`src/rtl/cellguard_pkg.sv`:
```
// Package: shared types for the cell guard.
// Assumes: nothing beyond IEEE 1800-2017.
package cellguard_pkg;

    // Per-cell comparison result against both hysteresis windows.
    typedef struct packed {
        logic ov_hit;  // code at or above overvoltage entry level
        logic ov_ok;   // code at or below overvoltage exit level
        logic uv_hit;  // code at or below undervoltage entry level
        logic uv_ok;   // code at or above undervoltage exit level
    } cell_flags_t;

endpackage

```
`src/rtl/cell_window.sv`:
```
// Module: cell_window
// Compares one cell code against the entry and exit levels of both windows.
// Assumes: unsigned millivolt codes; an inactive cell must never block an
// exit or cause an entry, so it reports "ok" on both windows and no hit.
module cell_window #(
    parameter int CODE_W = 13,
    parameter int OV_SET = 4200,
    parameter int OV_CLR = 4000,
    parameter int UV_SET = 2300,
    parameter int UV_CLR = 2600
) (
    input  logic [CODE_W-1:0]         code,
    input  logic                      active,
    output cellguard_pkg::cell_flags_t flags
);

    // Purpose: threshold compares, masked by the cell's active bit.
    always_comb begin
        flags.ov_hit = active & (code >= CODE_W'(OV_SET));
        flags.ov_ok  = ~active | (code <= CODE_W'(OV_CLR));
        flags.uv_hit = active & (code <= CODE_W'(UV_SET));
        flags.uv_ok  = ~active | (code >= CODE_W'(UV_CLR));
    end

endmodule

```
`src/rtl/hyst_qualifier.sv`:
```
// Module: hyst_qualifier
// Holds one protection state. Entry needs CONFIRM consecutive steps with the
// set condition. Exit needs CONFIRM consecutive steps with the clear condition.
// A step that fails the pending condition clears the count.
// Assumes: step is a single-cycle strobe; set and clear conditions are
// stable while step is high.
module hyst_qualifier #(
    parameter int CONFIRM = 2
) (
    input  logic clk,
    input  logic rst_n,
    input  logic step,
    input  logic set_cond,
    input  logic clr_cond,
    output logic state
);

    localparam int CNT_W = (CONFIRM > 1) ? $clog2(CONFIRM + 1) : 1;
    localparam logic [CNT_W-1:0] LAST = CNT_W'(CONFIRM - 1);

    logic [CNT_W-1:0] cnt_q;
    logic             state_q;
    logic             cand;

    // Purpose: pick the condition that would move the state away from its present value.
    always_comb cand = state_q ? clr_cond : set_cond;

    // Purpose: count agreeing steps and flip the state on the last one.
    always_ff @(posedge clk) begin
        if (!rst_n) begin
            cnt_q   <= '0;
            state_q <= 1'b0;
        end else if (step) begin
            if (cand) begin
                if (cnt_q == LAST) begin
                    state_q <= ~state_q;
                    cnt_q   <= '0;
                end else begin
                    cnt_q <= cnt_q + 1'b1;
                end
            end else begin
                cnt_q <= '0;
            end
        end
    end

    assign state = state_q;

    AST_CHANGE_CONFIRMED: assert property (@(posedge clk) disable iff (!rst_n)
        (state_q != $past(state_q)) |-> $past(step && cand && (cnt_q == LAST)));

endmodule

```
`src/rtl/cell_guard.sv`:
```
// Module: cell_guard (top)
// Applies overvoltage and undervoltage hysteresis to a three- or four-cell
// stack, drives the charge and discharge enables, and sleeps after
// undervoltage until a charger is detected.
// Assumes: all cell codes are valid in the sample_tick cycle; the open-input
// default of three_cell_sel (four cells) is provided by a board pull-down.
module cell_guard #(
    parameter int N_CELLS = 4,
    parameter int CODE_W  = 13,
    parameter int OV_SET  = 4200,
    parameter int OV_CLR  = 4000,
    parameter int UV_SET  = 2300,
    parameter int UV_CLR  = 2600,
    parameter int CONFIRM = 2
) (
    input  logic                      clk,
    input  logic                      rst_n,
    input  logic                      sample_tick,
    input  logic [N_CELLS*CODE_W-1:0] cell_codes,
    input  logic                      three_cell_sel,
    input  logic                      chg_allow,
    input  logic                      charger_wake,
    output logic                      chg_on,
    output logic                      dchg_on,
    output logic                      asleep
);

    localparam int DROP_IDX = N_CELLS - 1;

    cellguard_pkg::cell_flags_t flags [N_CELLS];

    logic any_ov, all_ov_ok, any_uv, all_uv_ok;
    logic ov_state, uv_state;
    logic woken_q;
    logic step;

    // One window comparator per cell; the top cell drops out in three-cell mode.
    for (genvar gi = 0; gi < N_CELLS; gi++) begin : g_cell
        cell_window #(
            .CODE_W (CODE_W),
            .OV_SET (OV_SET),
            .OV_CLR (OV_CLR),
            .UV_SET (UV_SET),
            .UV_CLR (UV_CLR)
        ) u_win (
            .code   (cell_codes[gi*CODE_W +: CODE_W]),
            .active (!(three_cell_sel && (gi == DROP_IDX))),
            .flags  (flags[gi])
        );
    end

    // Purpose: fold per-cell results into stack-wide any/all conditions.
    always_comb begin
        any_ov    = 1'b0;
        all_ov_ok = 1'b1;
        any_uv    = 1'b0;
        all_uv_ok = 1'b1;
        for (int i = 0; i < N_CELLS; i++) begin
            any_ov    = any_ov    | flags[i].ov_hit;
            all_ov_ok = all_ov_ok & flags[i].ov_ok;
            any_uv    = any_uv    | flags[i].uv_hit;
            all_uv_ok = all_uv_ok & flags[i].uv_ok;
        end
    end

    // Purpose: strobes only count while awake.
    always_comb step = sample_tick & ~asleep;

    hyst_qualifier #(.CONFIRM(CONFIRM)) u_ovq (
        .clk      (clk),
        .rst_n    (rst_n),
        .step     (step),
        .set_cond (any_ov),
        .clr_cond (all_ov_ok),
        .state    (ov_state)
    );

    hyst_qualifier #(.CONFIRM(CONFIRM)) u_uvq (
        .clk      (clk),
        .rst_n    (rst_n),
        .step     (step),
        .set_cond (any_uv),
        .clr_cond (all_uv_ok),
        .state    (uv_state)
    );

    // Purpose: remember a charger wake for the rest of the undervoltage episode.
    always_ff @(posedge clk) begin
        if (!rst_n) begin
            woken_q <= 1'b0;
        end else if (!uv_state) begin
            woken_q <= 1'b0;
        end else if (charger_wake) begin
            woken_q <= 1'b1;
        end
    end

    // Purpose: output enables and the sleep indicator.
    always_comb begin
        asleep  = uv_state & ~woken_q;
        dchg_on = ~uv_state;
        chg_on  = chg_allow & ~ov_state;
    end

    AST_SLEEP_DCHG_OFF: assert property (@(posedge clk) disable iff (!rst_n)
        asleep |-> !dchg_on);

    AST_SLEEP_FROZEN: assert property (@(posedge clk) disable iff (!rst_n)
        (asleep && $past(asleep)) |-> ($stable(ov_state) && $stable(uv_state)));

    AST_WAKE_EXIT: assert property (@(posedge clk) disable iff (!rst_n)
        $fell(asleep) |-> $past(charger_wake));

    AST_DCHG_NEEDS_TICK: assert property (@(posedge clk) disable iff (!rst_n)
        $fell(dchg_on) |-> $past(sample_tick));

endmodule

```
`config.mk`:
```
export PLATFORM = sky130hd
export DESIGN_NAME = cell_guard
export DESIGN_NICKNAME = d
export VERILOG_FILES = /design/src/rtl/cellguard_pkg.sv /design/src/rtl/cell_window.sv /design/src/rtl/hyst_qualifier.sv /design/src/rtl/cell_guard.sv
export SDC_FILE = /design/constraint.sdc
export NUM_CORES = 1
export LEC_CHECK = 0
export ABC_AREA = 1
export BUFFER_PORTS_ARGS = -buffer_cell sky130_fd_sc_hd__buf_2
export CAP_MARGIN = 20
export CORE_MARGIN = 4
export CORE_UTILIZATION = 45
export DETAILED_ROUTE_END_ITERATION = 12
export GPL_TIMING_DRIVEN = 0
export PLACE_DENSITY = 0.8
export SETUP_SLACK_MARGIN = 0.02
export SYNTH_ARGS = -nofsm -noshare
export SYNTH_HDL_FRONTEND = slang
export SYNTH_SLANG_ARGS = --single-unit
```
`constraint.sdc`:
```
create_clock -name clk -period 1.5 [get_ports clk]
set_input_delay 0.15 -clock clk [delete_from_list [all_inputs] [get_ports clk]]
set_output_delay 0.15 -clock clk [all_outputs]
set_load 0.03 [all_outputs]
```
# Word level (Yosys, flattened, before mapping)
# Index checks and enable logic that the tools add are counted.
# totals
regBits,7
inputBits,58
elab_cells,58
# classes
add_sub_neg,2
order_cmp,16
eq_ne,2
mux,6
bitwise_logic,23
n_reduce_logical,4
# ops
cell,n
"13-bit by 12-bit less-or-equal comparator with 1-bit output, second input constant",8
"13-bit by 12-bit greater-or-equal comparator with 1-bit output, second input constant",4
"13-bit greater-or-equal comparator, second input constant",4
1-bit AND,11
2-bit 2-to-1 mux,4
1-bit OR,8
3-bit AND reduction,2
"2-bit by 1-bit adder with 2-bit output, second input constant",2
"2-bit by 1-bit == test with 1-bit output, second input constant",2
1-bit inverter,4
1-bit 2-to-1 mux,2
2-bit AND reduction,1
1-bit zero test,1

# Logic depth before layout (Yosys ltp)
# Gate-level depths: netlist (run 1).
# depth
ltp_word,6
mapped_depth,14
depth_no_buf,14

# Modules after synthesis
# From an unflattened synthesis (run 1), not the netlist that was laid out.
# unflattened
cells_unflattened,249
hier_area_um2,1152.4
# by_module_without_submodules
module,n_inst,cells_each,area_each_um2
cell_window,4,44,186.4
hyst_qualifier,2,24,147.6
cell_guard,1,25,111.4

# Least setup slack after synthesis (run 1)
# Ideal clock, no wire load.
# synth_timing
path_kind,register to register
from,register u_uvq.state_q (netlist: u_uvq.state)
to,register u_ovq.state_q (netlist: u_ovq.state)
arrival_ns,1.191
required_ns,1.385
slack_ns,0.194
stages_incl_launch_ff,6
period_less_slack_ns,1.306
path_cell_list,dfxtp_1 inv_1 o21ai_0 nor3_1 a21oi_1 nor2_1
# synth_between
elab_chain_cells,4
# synth_rtl
item,line_no,text
start: declaration,hyst_qualifier.sv:22,logic state_q;
start signal: assignment,hyst_qualifier.sv:36,state_q <= ~state_q;
1-bit AND,cell_guard.sv:100,asleep = uv_state & ~woken_q;
1-bit inverter,cell_guard.sv:67,always_comb step = sample_tick & ~asleep;
1-bit AND,cell_guard.sv:67,
3-bit AND reduction (no line),n/a,
end signal: assignment,hyst_qualifier.sv:36,
end: declaration,hyst_qualifier.sv:22,
# No other way between the ends.
# A chain may end at the register's enable or synchronous reset.

# Worst setup path in the final report (run 1)
# layout_timing
from,register u_uvq.state_q (netlist: u_uvq.state)
to,register u_ovq.cnt_q[1]
# layout_between
elab_chain_cells,3
# layout_rtl
item,line_no,text
1-bit AND,cell_guard.sv:100,
1-bit inverter,cell_guard.sv:67,
1-bit AND,cell_guard.sv:67,
end signal: assignment,hyst_qualifier.sv:39,cnt_q <= cnt_q + 1'b1;
end: declaration,hyst_qualifier.sv:21,logic [CNT_W-1:0] cnt_q;
# No other way between the ends.

==> flow_metrics.env, run 1 <==
export IMPL_grt_pass1_wl_um=4970
export IMPL_skew_ps=5.13
export IMPL_multi_input_area_um2=826
export IMPL_switching_share_pct=37.8
export IMPL_cts_root_buf="clkbuf_4"
export IMPL_crit_arrival_ps=1420
export IMPL_yosysTopAreaCell="nor2_1"
export IMPL_seqCellArea_um2=140
export IMPL_wl_per_cell_um=9.49
export IMPL_num_antenna_cells=0
export IMPL_seq_area_frac_synth_pct=12.6
export IMPL_setup_ws_ps=268
export IMPL_finalCritPeriodShare_pct=82.1
export IMPL_synthCells=231
export IMPL_cp_required_ps=1690
export IMPL_intPower_mw=0.420
export IMPL_whs_ps=148
export IMPL_cts_sinks=7
export IMPL_dp_hpwl_um=2700
export IMPL_r2r_setup_slack_ps=270
export IMPL_cap_violations=0
export IMPL_num_io_pins=61
export IMPL_post_route_util_pct=64.8
export IMPL_fill_cells=250
export IMPL_combPwrFrac_pct=44.4
export IMPL_grt_setup_unrepaired="false"
export IMPL_post_cts_buffers=0
export IMPL_hold_class="input pin to register"
export IMPL_synth_warnings=0
export IMPL_vdd_drop_max_uv=538
export IMPL_setup_tns_ps=0
export IMPL_num_vias=1594
export IMPL_crit_fanout=5
export IMPL_worstSkewPairLatency_ps=250
export IMPL_power_switching_mw=0.255
export IMPL_synth_top_area_share_pct=19.2
export IMPL_die_x_um=57.7
export IMPL_min_to="u_uvq.state"
export IMPL_layout_nets=354
export IMPL_routed_via_density=4.93
export IMPL_hold_start="rst_n"
export IMPL_cts_repair_resized=0
export IMPL_run_status="finished clean"
export IMPL_grt_usage_pct=17.6
export IMPL_hold_buffers=0
export IMPL_netlist_area_um2=1110
export IMPL_rows=17
export IMPL_placed_cells=319
export IMPL_pwr_share_clk_pct=25.7
export IMPL_drv_slew=0
export IMPL_syn_avg_cell_area_um2=4.82
export IMPL_grt_ovfl_total=0
export IMPL_antenna_found_initial=0
export IMPL_grt_pass1_vias=1370
export IMPL_setup_viol=0
export IMPL_rr_worst_depth=6
export IMPL_end_kind="register"
export IMPL_synthToLayoutAreaGrowth_pct=32.5
export IMPL_stdcell_count=323
export IMPL_netlist_top_cells_area="nor2_1 19%, nand2_1 18%, dfxtp_1 13%"
export IMPL_regToRegEndpoint="u_ovq.cnt_q[1]"
export IMPL_drc=0
export IMPL_start_kind="register"
export IMPL_ant_nets=0
export IMPL_cts_max_path_buffers=2
export IMPL_initial_core_util_pct=48.9
export IMPL_h_tree_depth=1
export IMPL_coreArea_um2=2280
export IMPL_firstDrtPassIters=4
export IMPL_dieHeight_um=57.7
export IMPL_grt_max_degree=6
export IMPL_slew_limit_headroom_pct=75.2
export IMPL_hold_depth=3
export IMPL_drtIter0Drc=48
export IMPL_place_congestion=0.878
export IMPL_syn_nets=289
export IMPL_dpl_worst_slack_ps=73.3
export IMPL_clk_pin_slew_worst_paths_ps=50
export IMPL_routed_wl_um=3070
export IMPL_cts_inserted_buffers=3
export IMPL_worst_slew_pin_slew_ps=370
export IMPL_worstSetupPathType="register to register"
export IMPL_io_buffers=60
export IMPL_pwr_share_seq_pct=30.0
export IMPL_drive_above_1_share_pct=23.7
export IMPL_max_freq_mhz=812
export IMPL_postSynthRegisterBits=7
export IMPL_finalHoldViolCount=0
export IMPL_powerDensity_nw_per_um2=458
export IMPL_yosys_cell_types_count=20
export IMPL_min_period_ps=1230
export IMPL_cts_tree="yes"
export IMPL_worstReg2RegStart="u_uvq.state"
export IMPL_p_leak_nw=0.817
export IMPL_die_area_um2=3330
[kinds of logic (layout without fill, tap and decap cells)]
family / count (synthesis) / in the layout / share of synthesized area [%]
AND/OR/NAND/NOR: 156 / 156 / 60.4
buffers and inverters: 39 / 103 / 13.2
AO/OA/AOI/OAI: 29 / 29 / 13.8
flip-flops: 7 / 7 / 12.6
[registers in the layout, indices dropped and copies added (netlist names)]
signal,count
u_uvq.state,1
u_ovq.cnt_q,2
woken_q,1
u_uvq.cnt_q,2
u_ovq.state,1
[power by group through the flow]
stage               clock network (mW)  registers [mW]  logic, mW
global route                     0.195           0.204      0.337
finish                           0.173           0.202      0.299
CTS                              0.181           0.202      0.299
floorplan                            0           0.205      0.161
global placement                     0           0.206      0.295
detailed placement                   0           0.206      0.298
[critical path, stage by stage (launching register included)]
cell,delay [ps]
dfxtp_1,360
inv_1,100
o21ai_1,330
inv_1,150
nand2_1,90
nand2_1,60
nor2_1,80
[metrics by stage]
step / cell area, µm² / total power, mW
after floorplan: 1110 / 0.366
after global placement: 1450 / 0.501
after detailed placement: 1450 / 0.504
after CTS: 1470 / 0.682
after global routing: 1470 / 0.737
final: 1470 / 0.674
[cell usage in the layout, fill, tap and decap left out]
cell type / n
buf_2: 60
nor2_1: 57
nand2_1: 53
inv_1: 36
nand3_1: 20
nor3_1: 12
a21oi_1: 12
o21ai_0: 8
dfxtp_1: 7
nand4_1: 6
o21ai_1: 5
inv_2: 3
o211ai_1: 3
clkbuf_4: 3
nand3b_1: 2
a31oi_1: 1
nor2_4: 1
nor2_2: 1
nand3_2: 1
nand2_2: 1
and3_1: 1
nor4_1: 1
clkbuf_1: 1
[synthesized netlist by cell type (all sizes together)]
| cell type | n |
|---|---|
| nor4 | 1 |
| o211ai | 3 |
| a21oi | 12 |
| nand4 | 6 |
| nor2 | 59 |
| dfxtp | 7 |
| nand2 | 54 |
| and3 | 1 |
| nor3 | 12 |
| a31oi | 1 |
| nand3b | 2 |
| nand3 | 21 |
| inv | 39 |
| o21ai | 13 |
[worst max-delay path by stage]
| stage | to | startpoint | cells after the start |
|---|---|---|---|
| global route | u_ovq.cnt_q[0] | u_uvq.state | 6 |
| finish | u_ovq.cnt_q[1] | u_uvq.state | 6 |
| global placement | u_ovq.cnt_q[1] | u_uvq.state | 6 |
| floorplan | u_ovq.state | u_uvq.state | 5 |
| detailed placement | u_uvq.state | cell_codes[37] | 12 |
| CTS | u_ovq.cnt_q[1] | u_uvq.state | 6 |
[area by class of cell]
class / count / area share (%)
Tap cell: 28 / 2.38
Inverter: 39 / 9.93
Timing Repair Buffer: 60 / 20.4
Clock buffer: 4 / 1.78
Multi-Input combinational cell: 185 / 56.0
Sequential cell: 7 / 9.51
[layer usage]
metal / part of all wire [%] / GRT usage, % / vias to the layer above / wire (µm)
met5: 0 / 0 / - / 0
met4: 0.46 / 2.65 / 0 / 14
met3: 10 / 4.23 / 2 / 318
met2: 45 / 31.1 / 67 / 1380
met1: 44 / 21.9 / 656 / 1360
li1: - / - / 869 / -
(Power assumes the default switching activity.)
==> run 2: changes to the inputs <==
--- a/config.mk
+++ b/config.mk
@@ -5,14 +5,14 @@
 export SDC_FILE = /design/constraint.sdc
 export NUM_CORES = 1
 export LEC_CHECK = 0
-export ABC_AREA = 1
+export ABC_AREA = 0
 export BUFFER_PORTS_ARGS = -buffer_cell sky130_fd_sc_hd__buf_2
 export CAP_MARGIN = 20
 export CORE_MARGIN = 4
-export CORE_UTILIZATION = 45
+export CORE_UTILIZATION = 37
 export DETAILED_ROUTE_END_ITERATION = 12
 export GPL_TIMING_DRIVEN = 0
-export PLACE_DENSITY = 0.8
+export PLACE_DENSITY = 0.75
 export SETUP_SLACK_MARGIN = 0.02
 export SYNTH_ARGS = -nofsm -noshare
 export SYNTH_HDL_FRONTEND = slang
==> constraint.sdc (replaced) <==
create_clock -name clk -period 1.05 [get_ports clk]
set_input_delay 0.105 -clock clk [delete_from_list [all_inputs] [get_ports clk]]
set_output_delay 0.105 -clock clk [all_outputs]
set_load 0.03 [all_outputs]
==> flow_metrics.env, run 2 <==
export IMPL_finalCritPeriodShare_pct=155
export IMPL_drive_above_1_share_pct=42.5
export IMPL_antenna_found_initial=0
export IMPL_yosysTopAreaCell="dfxtp_1"
export IMPL_post_route_util_pct=62.4
export IMPL_finalHoldViolCount=0
export IMPL_io_buffers=59
export IMPL_drv_slew=0
export IMPL_synthToLayoutAreaGrowth_pct=57.0
export IMPL_grt_pass1_vias=1298
export IMPL_crit_chain="buf_6, or3_4, nor4_4, a2111oi_2, or4_4, a211oi_4, o211ai_1"
export IMPL_cp_required_ps=1180
export IMPL_rr_worst_depth=5
export IMPL_grt_pass1_wl_um=5290
export IMPL_synth_warnings=0
export IMPL_h_tree_depth=1
export IMPL_vdd_drop_max_uv=797
export IMPL_dieHeight_um=57.2
export IMPL_drc=0
export IMPL_syn_avg_cell_area_um2=7.00
export IMPL_grt_usage_pct=19.1
export IMPL_place_congestion=0.926
export IMPL_ant_nets=0
export IMPL_grt_ovfl_total=0
export IMPL_netlist_area_um2=896
export IMPL_num_antenna_cells=0
export IMPL_firstDrtPassIters=4
export IMPL_crit_arrival_ps=1750
export IMPL_synthArstFlopShare_pct=0
export IMPL_postSynthRegisterBits=7
export IMPL_hold_depth=3
export IMPL_synth_edf_count=0
export IMPL_synthTopCellsByCount="18 x nor2_1, 9 x nand2_1, 9 x o21ai_0"
export IMPL_worstSetupPathType="input pin to register"
export IMPL_cts_inserted_buffers=3
export IMPL_skew_ps=1.67
export IMPL_p_leak_nw=0.579
export IMPL_grt_setup_unrepaired="true"
export IMPL_crit_fanout=3
export IMPL_synth_most_common_cell="nor2_1"
export IMPL_cts_max_path_buffers=2
export IMPL_final_cell_mix="54 x buf_2, 18 x nor2_1, 9 x nand2_1, 9 x o21ai_0, 7 x nand4_1"
export IMPL_initial_core_util_pct=39.7
export IMPL_end_kind="register"
export IMPL_final_common_cell="buf_2"
export IMPL_hold_buffers=0
export IMPL_yosys_cell_types_count=42
export IMPL_grt_max_degree=11
export IMPL_num_io_pins=61
export IMPL_syn_nets=186
export IMPL_hold_class="input pin to register"
export IMPL_worst_slew_pin_slew_ps=441
export IMPL_dp_hpwl_um=2590
export IMPL_ys_flop_type="dfxtp_1"
export IMPL_seq_area_frac_synth_pct=15.6
export IMPL_failed_checks="negative setup slack"
export IMPL_coreArea_um2=2250
export IMPL_cap_violations=0
export IMPL_rows=17
export IMPL_netlist_top_cells_area="dfxtp_1 16%, nor2_1 7.5%, nor4b_1 5.9%"
export IMPL_die_x_um=57.2
export IMPL_routed_wl_um=3200
export IMPL_die_area_um2=3270
export IMPL_synth_top_area_share_pct=15.6
export IMPL_cts_tree="yes"
export IMPL_whs_ps=67.4
export IMPL_min_period_ps=1620
export IMPL_clk_pin_slew_worst_paths_ps=50
export IMPL_run_status="complete, but fails checks"
export IMPL_max_freq_mhz=616
export IMPL_powerDensity_nw_per_um2=698
export IMPL_num_vias=1316
export IMPL_synthCells=128
export IMPL_cpMaxStageDelayCell="or4_4"
export IMPL_setup_viol=6
export IMPL_worstSkewPairLatency_ps=250
export IMPL_wl_per_cell_um=14.5
export IMPL_slew_limit_headroom_pct=70.6
export IMPL_cts_root_buf="clkbuf_4"
export IMPL_layout_nets=252
export IMPL_setup_ws_ps=-572
export IMPL_drtIter0Drc=51
export IMPL_cpPeakStageDelay_ps=530
export IMPL_reg_top3="u_ovq.cnt_q x2, u_uvq.cnt_q x2"
export IMPL_cts_sinks=7
export IMPL_routed_via_density=5.95
export IMPL_start_kind="input pin"
[run 2: report_power, final]
group / total (mW) / internal (mW) / switching (mW) / leakage (nW)
Clock: 0.241 / 0.145 / 0.0964 / 0.0150
Combinational: 0.436 / 0.202 / 0.233 / 0.506
Sequential: 0.305 / 0.282 / 0.0233 / 0.0582
Total: 0.982 / 0.629 / 0.353 / 0.579
[run 2: layout make-up]
cell class | count | area (µm²)
flip-flops and latches | 7 | 145
plain buffers | 1 | 3.75
fillers | 209 | 848
clock buffers | 4 | 26.3
well taps | 28 | 35.0
multi-input cells | 115 | 840
inverters | 5 | 18.8
repair buffers | 61 | 338
[run 2: path summary, 6_finish.rpt]
path / end / slack, ps / start
setup / recovery: u_uvq.cnt_q[0] / -570 / cell_codes[49]
setup reg to reg: u_uvq.cnt_q[0] / -470 / u_uvq.state
hold reg to reg: u_ovq.cnt_q[1] / 450 / u_ovq.cnt_q[1]
hold / removal: woken_q / 70 / charger_wake
[run 2: routing by layer]
layer  vias up  global-route usage, %  routed length, µm
met5         -                      0                  0
met4         0                   5.96                 36
met3         6                   2.26                192
met2        42                   34.1               1650
met1       603                   23.8               1330
li1        665                      -                  -
[run 2: cell families after synthesis]
family,synth area share (%)
AND/OR/NAND/NOR,43.9
AO/OA/AOI/OAI,36.9
flip-flops,15.6
buffers and inverters,2.51
multiplexers,1.12
[run 2: what timing repair did]
action / CTS / global route
buffers inserted: 3 / 0
pin swaps: 10 / 2
cloned: 0 / 0
endpoints found under the setup margin: 7 / 8
resized for setup: 22 / 9
[run 2: critical path, delay by kind of cell]
kind / cells / cell delay (ps)
AOI/OAI and AO/OA: 3 / 450
buffers and inverters: 1 / 90
and+or+nand+nor: 3 / 1090
[run 2: metrics by stage]
stage          worst slack (ps)  instances  cell area, µm²  TNS (ps)  total power, mW
2_1_floorplan              -650        128             896     -3080            0.471
3_3_place_gp               -940        215            1230     -4900            0.661
3_5_place_dp              -1030        215            1230     -5260            0.676
4_1_cts                    -586        222            1380     -2950            0.970
5_1_grt                    -651        221            1410     -3320             1.05
6_report                   -572        221            1410     -2850            0.982
==> run 3: changes to the inputs <==
--- a/config.mk
+++ b/config.mk
@@ -8,12 +8,15 @@
 export ABC_AREA = 0
 export BUFFER_PORTS_ARGS = -buffer_cell sky130_fd_sc_hd__buf_2
 export CAP_MARGIN = 20
+export CELL_PAD_IN_SITES_DETAIL_PLACEMENT = 1
+export CELL_PAD_IN_SITES_GLOBAL_PLACEMENT = 1
 export CORE_MARGIN = 4
-export CORE_UTILIZATION = 37
+export CORE_UTILIZATION = 24
 export DETAILED_ROUTE_END_ITERATION = 12
 export GPL_TIMING_DRIVEN = 0
-export PLACE_DENSITY = 0.75
+export PLACE_DENSITY = 0.83
 export SETUP_SLACK_MARGIN = 0.02
+export SKIP_LAST_GASP = 1
 export SYNTH_ARGS = -nofsm -noshare
 export SYNTH_HDL_FRONTEND = slang
 export SYNTH_SLANG_ARGS = --single-unit
==> flow_metrics.env, run 3 (synthesis results as in run 2) <==
export IMPL_run_status="complete, but fails checks"
export IMPL_failed_checks="negative setup slack"
export IMPL_coreArea_um2=3470
export IMPL_finalHoldViolCount=0
export IMPL_min_period_ps=1630
export IMPL_end_kind="register"
export IMPL_grt_max_degree=11
export IMPL_cts_sinks=7
export IMPL_rr_worst_depth=5
export IMPL_num_io_pins=61
export IMPL_worstReg2RegStart="u_uvq.state"
export IMPL_pwr_share_clk_pct=34.4
export IMPL_cts_inserted_buffers=3
export IMPL_start_kind="input pin"
export IMPL_num_vias=1324
export IMPL_setup_ws_ps=-580
export IMPL_crit_chain="buf_6, or3_4, nor4_4, a2111oi_2, or4_4, a211oi_4, o211ai_1"
export IMPL_power_mw=1.13
export IMPL_worst_slew_pin_slew_ps=408
export IMPL_crit_family="simple AND/OR/NAND/NOR gates"
export IMPL_pwr_share_seq_pct=27.0
export IMPL_cpMaxStageDelayCell="or4_4"
export IMPL_antenna_found_initial=0
export IMPL_cts_tree="yes"
export IMPL_num_antenna_cells=0
export IMPL_clk_pin_slew_worst_paths_ps=40
export IMPL_crit_arrival_ps=1740
export IMPL_h_tree_depth=1
export IMPL_p_leak_nw=0.577
export IMPL_cpPeakStageDelay_ps=500
export IMPL_cap_violations=0
export IMPL_drc=0
export IMPL_hold_depth=3
export IMPL_stdcell_count=239
export IMPL_rows=21
export IMPL_combPwrFrac_pct=38.6
export IMPL_switching_share_pct=34.1
export IMPL_skew_ps=7.27
export IMPL_cts_max_path_buffers=2
export IMPL_firstDrtPassIters=5
export IMPL_die_x_um=69.1
export IMPL_setup_tns_ps=-2820
export IMPL_grt_pass1_vias=1396
export IMPL_intPower_mw=0.746
export IMPL_grt_usage_pct=14.7
export IMPL_ant_nets=0
export IMPL_layout_nets=252
export IMPL_worstSetupPathType="input pin to register"
export IMPL_drv_slew=0
export IMPL_wl_per_cell_um=14.8
export IMPL_final_common_cell="buf_2"
export IMPL_routed_wl_um=3550
export IMPL_grt_setup_unrepaired="true"
export IMPL_worstSkewPairLatency_ps=230
export IMPL_dp_hpwl_um=2970
export IMPL_setup_viol=6
export IMPL_cp_required_ps=1160
export IMPL_drive_above_1_share_pct=43.0
export IMPL_initial_core_util_pct=25.8
export IMPL_min_to="woken_q"
export IMPL_synthToLayoutAreaGrowth_pct=61.5
export IMPL_hold_class="input pin to register"
export IMPL_r2r_setup_slack_ps=-450
export IMPL_max_freq_mhz=614
export IMPL_power_switching_mw=0.386
export IMPL_reg_top3="u_ovq.cnt_q x2, u_uvq.cnt_q x2"
export IMPL_powerDensity_nw_per_um2=783
export IMPL_slew_limit_headroom_pct=72.4
export IMPL_grt_pass1_wl_um=6000
export IMPL_die_area_um2=4770
export IMPL_cts_root_buf="clkbuf_8"
export IMPL_finalCritPeriodShare_pct=155
export IMPL_regToRegEndpoint="u_uvq.cnt_q[0]"
export IMPL_drtIter0Drc=65
export IMPL_final_cell_mix="55 x buf_2, 17 x nor2_1, 9 x nand2_1, 9 x o21ai_0, 7 x nand4_1"
export IMPL_grt_ovfl_total=0
export IMPL_placed_cells=233
export IMPL_crit_fanout=3
export IMPL_vdd_drop_max_uv=562
export IMPL_hold_start="charger_wake"
export IMPL_place_congestion=0.833
export IMPL_dieHeight_um=69.1
export IMPL_routed_via_density=5.54
export IMPL_io_buffers=59
export IMPL_cp_buffers_inverters=1
run 3: cell count changes in the layout (fill, tap and decap cells not counted), moves of 2 or more:
cell	previous run	this run
clkbuf_4	3	0
clkbuf_8	0	3
nor4_1	5	3
nor4_2	0	2
run 3: timing repair:
item                       CTS  global route
resized for setup           13            17
buffers inserted             2             0
pin swaps                    4             4
hold buffers                 0             0
setup endpoints to repair    8             8
run 3: per-stage QoR:
stage | hold slack [ps] | utilization [%] | setup slack, ps | area (µm²)
final | 88.7 | 41.7 | -580 | 1450
after global routing | 130 | 41.7 | -630 | 1450
after CTS | 85.5 | 39.6 | -636 | 1370
after detailed placement | 332 | 36.0 | -969 | 1250
after global placement | 318 | 36.0 | -944 | 1250
after floorplan | 221 | - | -650 | 896
run 3: worst reg2reg max path, stage by stage (launching register included):
cell       delay, ps
dfxtp_4          370
o21ai_0          110
a2111oi_2        280
nand2_1          160
or4_1            410
o211ai_1         100
run 3: layout make-up:
class	count	area (µm²)
tap	46	57.6
buffer	1	3.75
multi-input combinational	115	845
sequential	7	145
inverter	5	18.8
fill	457	2020
timing repair buffer	61	332
clock buffer	4	45.0
run 3: power groups by stage:
stage          clock network, mW  registers, mW  logic (mW)
2_1_floorplan                  0          0.300       0.171
3_3_place_gp                   0          0.306       0.368
3_5_place_dp                   0          0.308       0.376
4_1_cts                    0.404          0.303       0.404
5_1_grt                    0.424          0.307       0.484
6_report                   0.389          0.306       0.437
run 3: how the worst max path moves through the flow:
| stage | endpoint | depth (start not counted) | start | slack (ps) |
|---|---|---|---|---|
| finish | u_uvq.cnt_q[0] | 7 | cell_codes[48] | -580 |
| global route | u_uvq.cnt_q[0] | 7 | cell_codes[48] | -630 |
| CTS | u_uvq.cnt_q[0] | 7 | cell_codes[48] | -640 |
| detailed placement | u_uvq.state | 7 | cell_codes[48] | -970 |
| global placement | u_uvq.state | 7 | cell_codes[48] | -940 |
| floorplan | u_uvq.cnt_q[0] | 6 | cell_codes[48] | -650 |
run 3: routing by layer:
metal | share of wire, % | GRT usage, %
met5 | 0 | 0
met4 | 1.5 | 4.99
met3 | 5.0 | 3.05
met2 | 49 | 25.5
met1 | 44 | 17.9
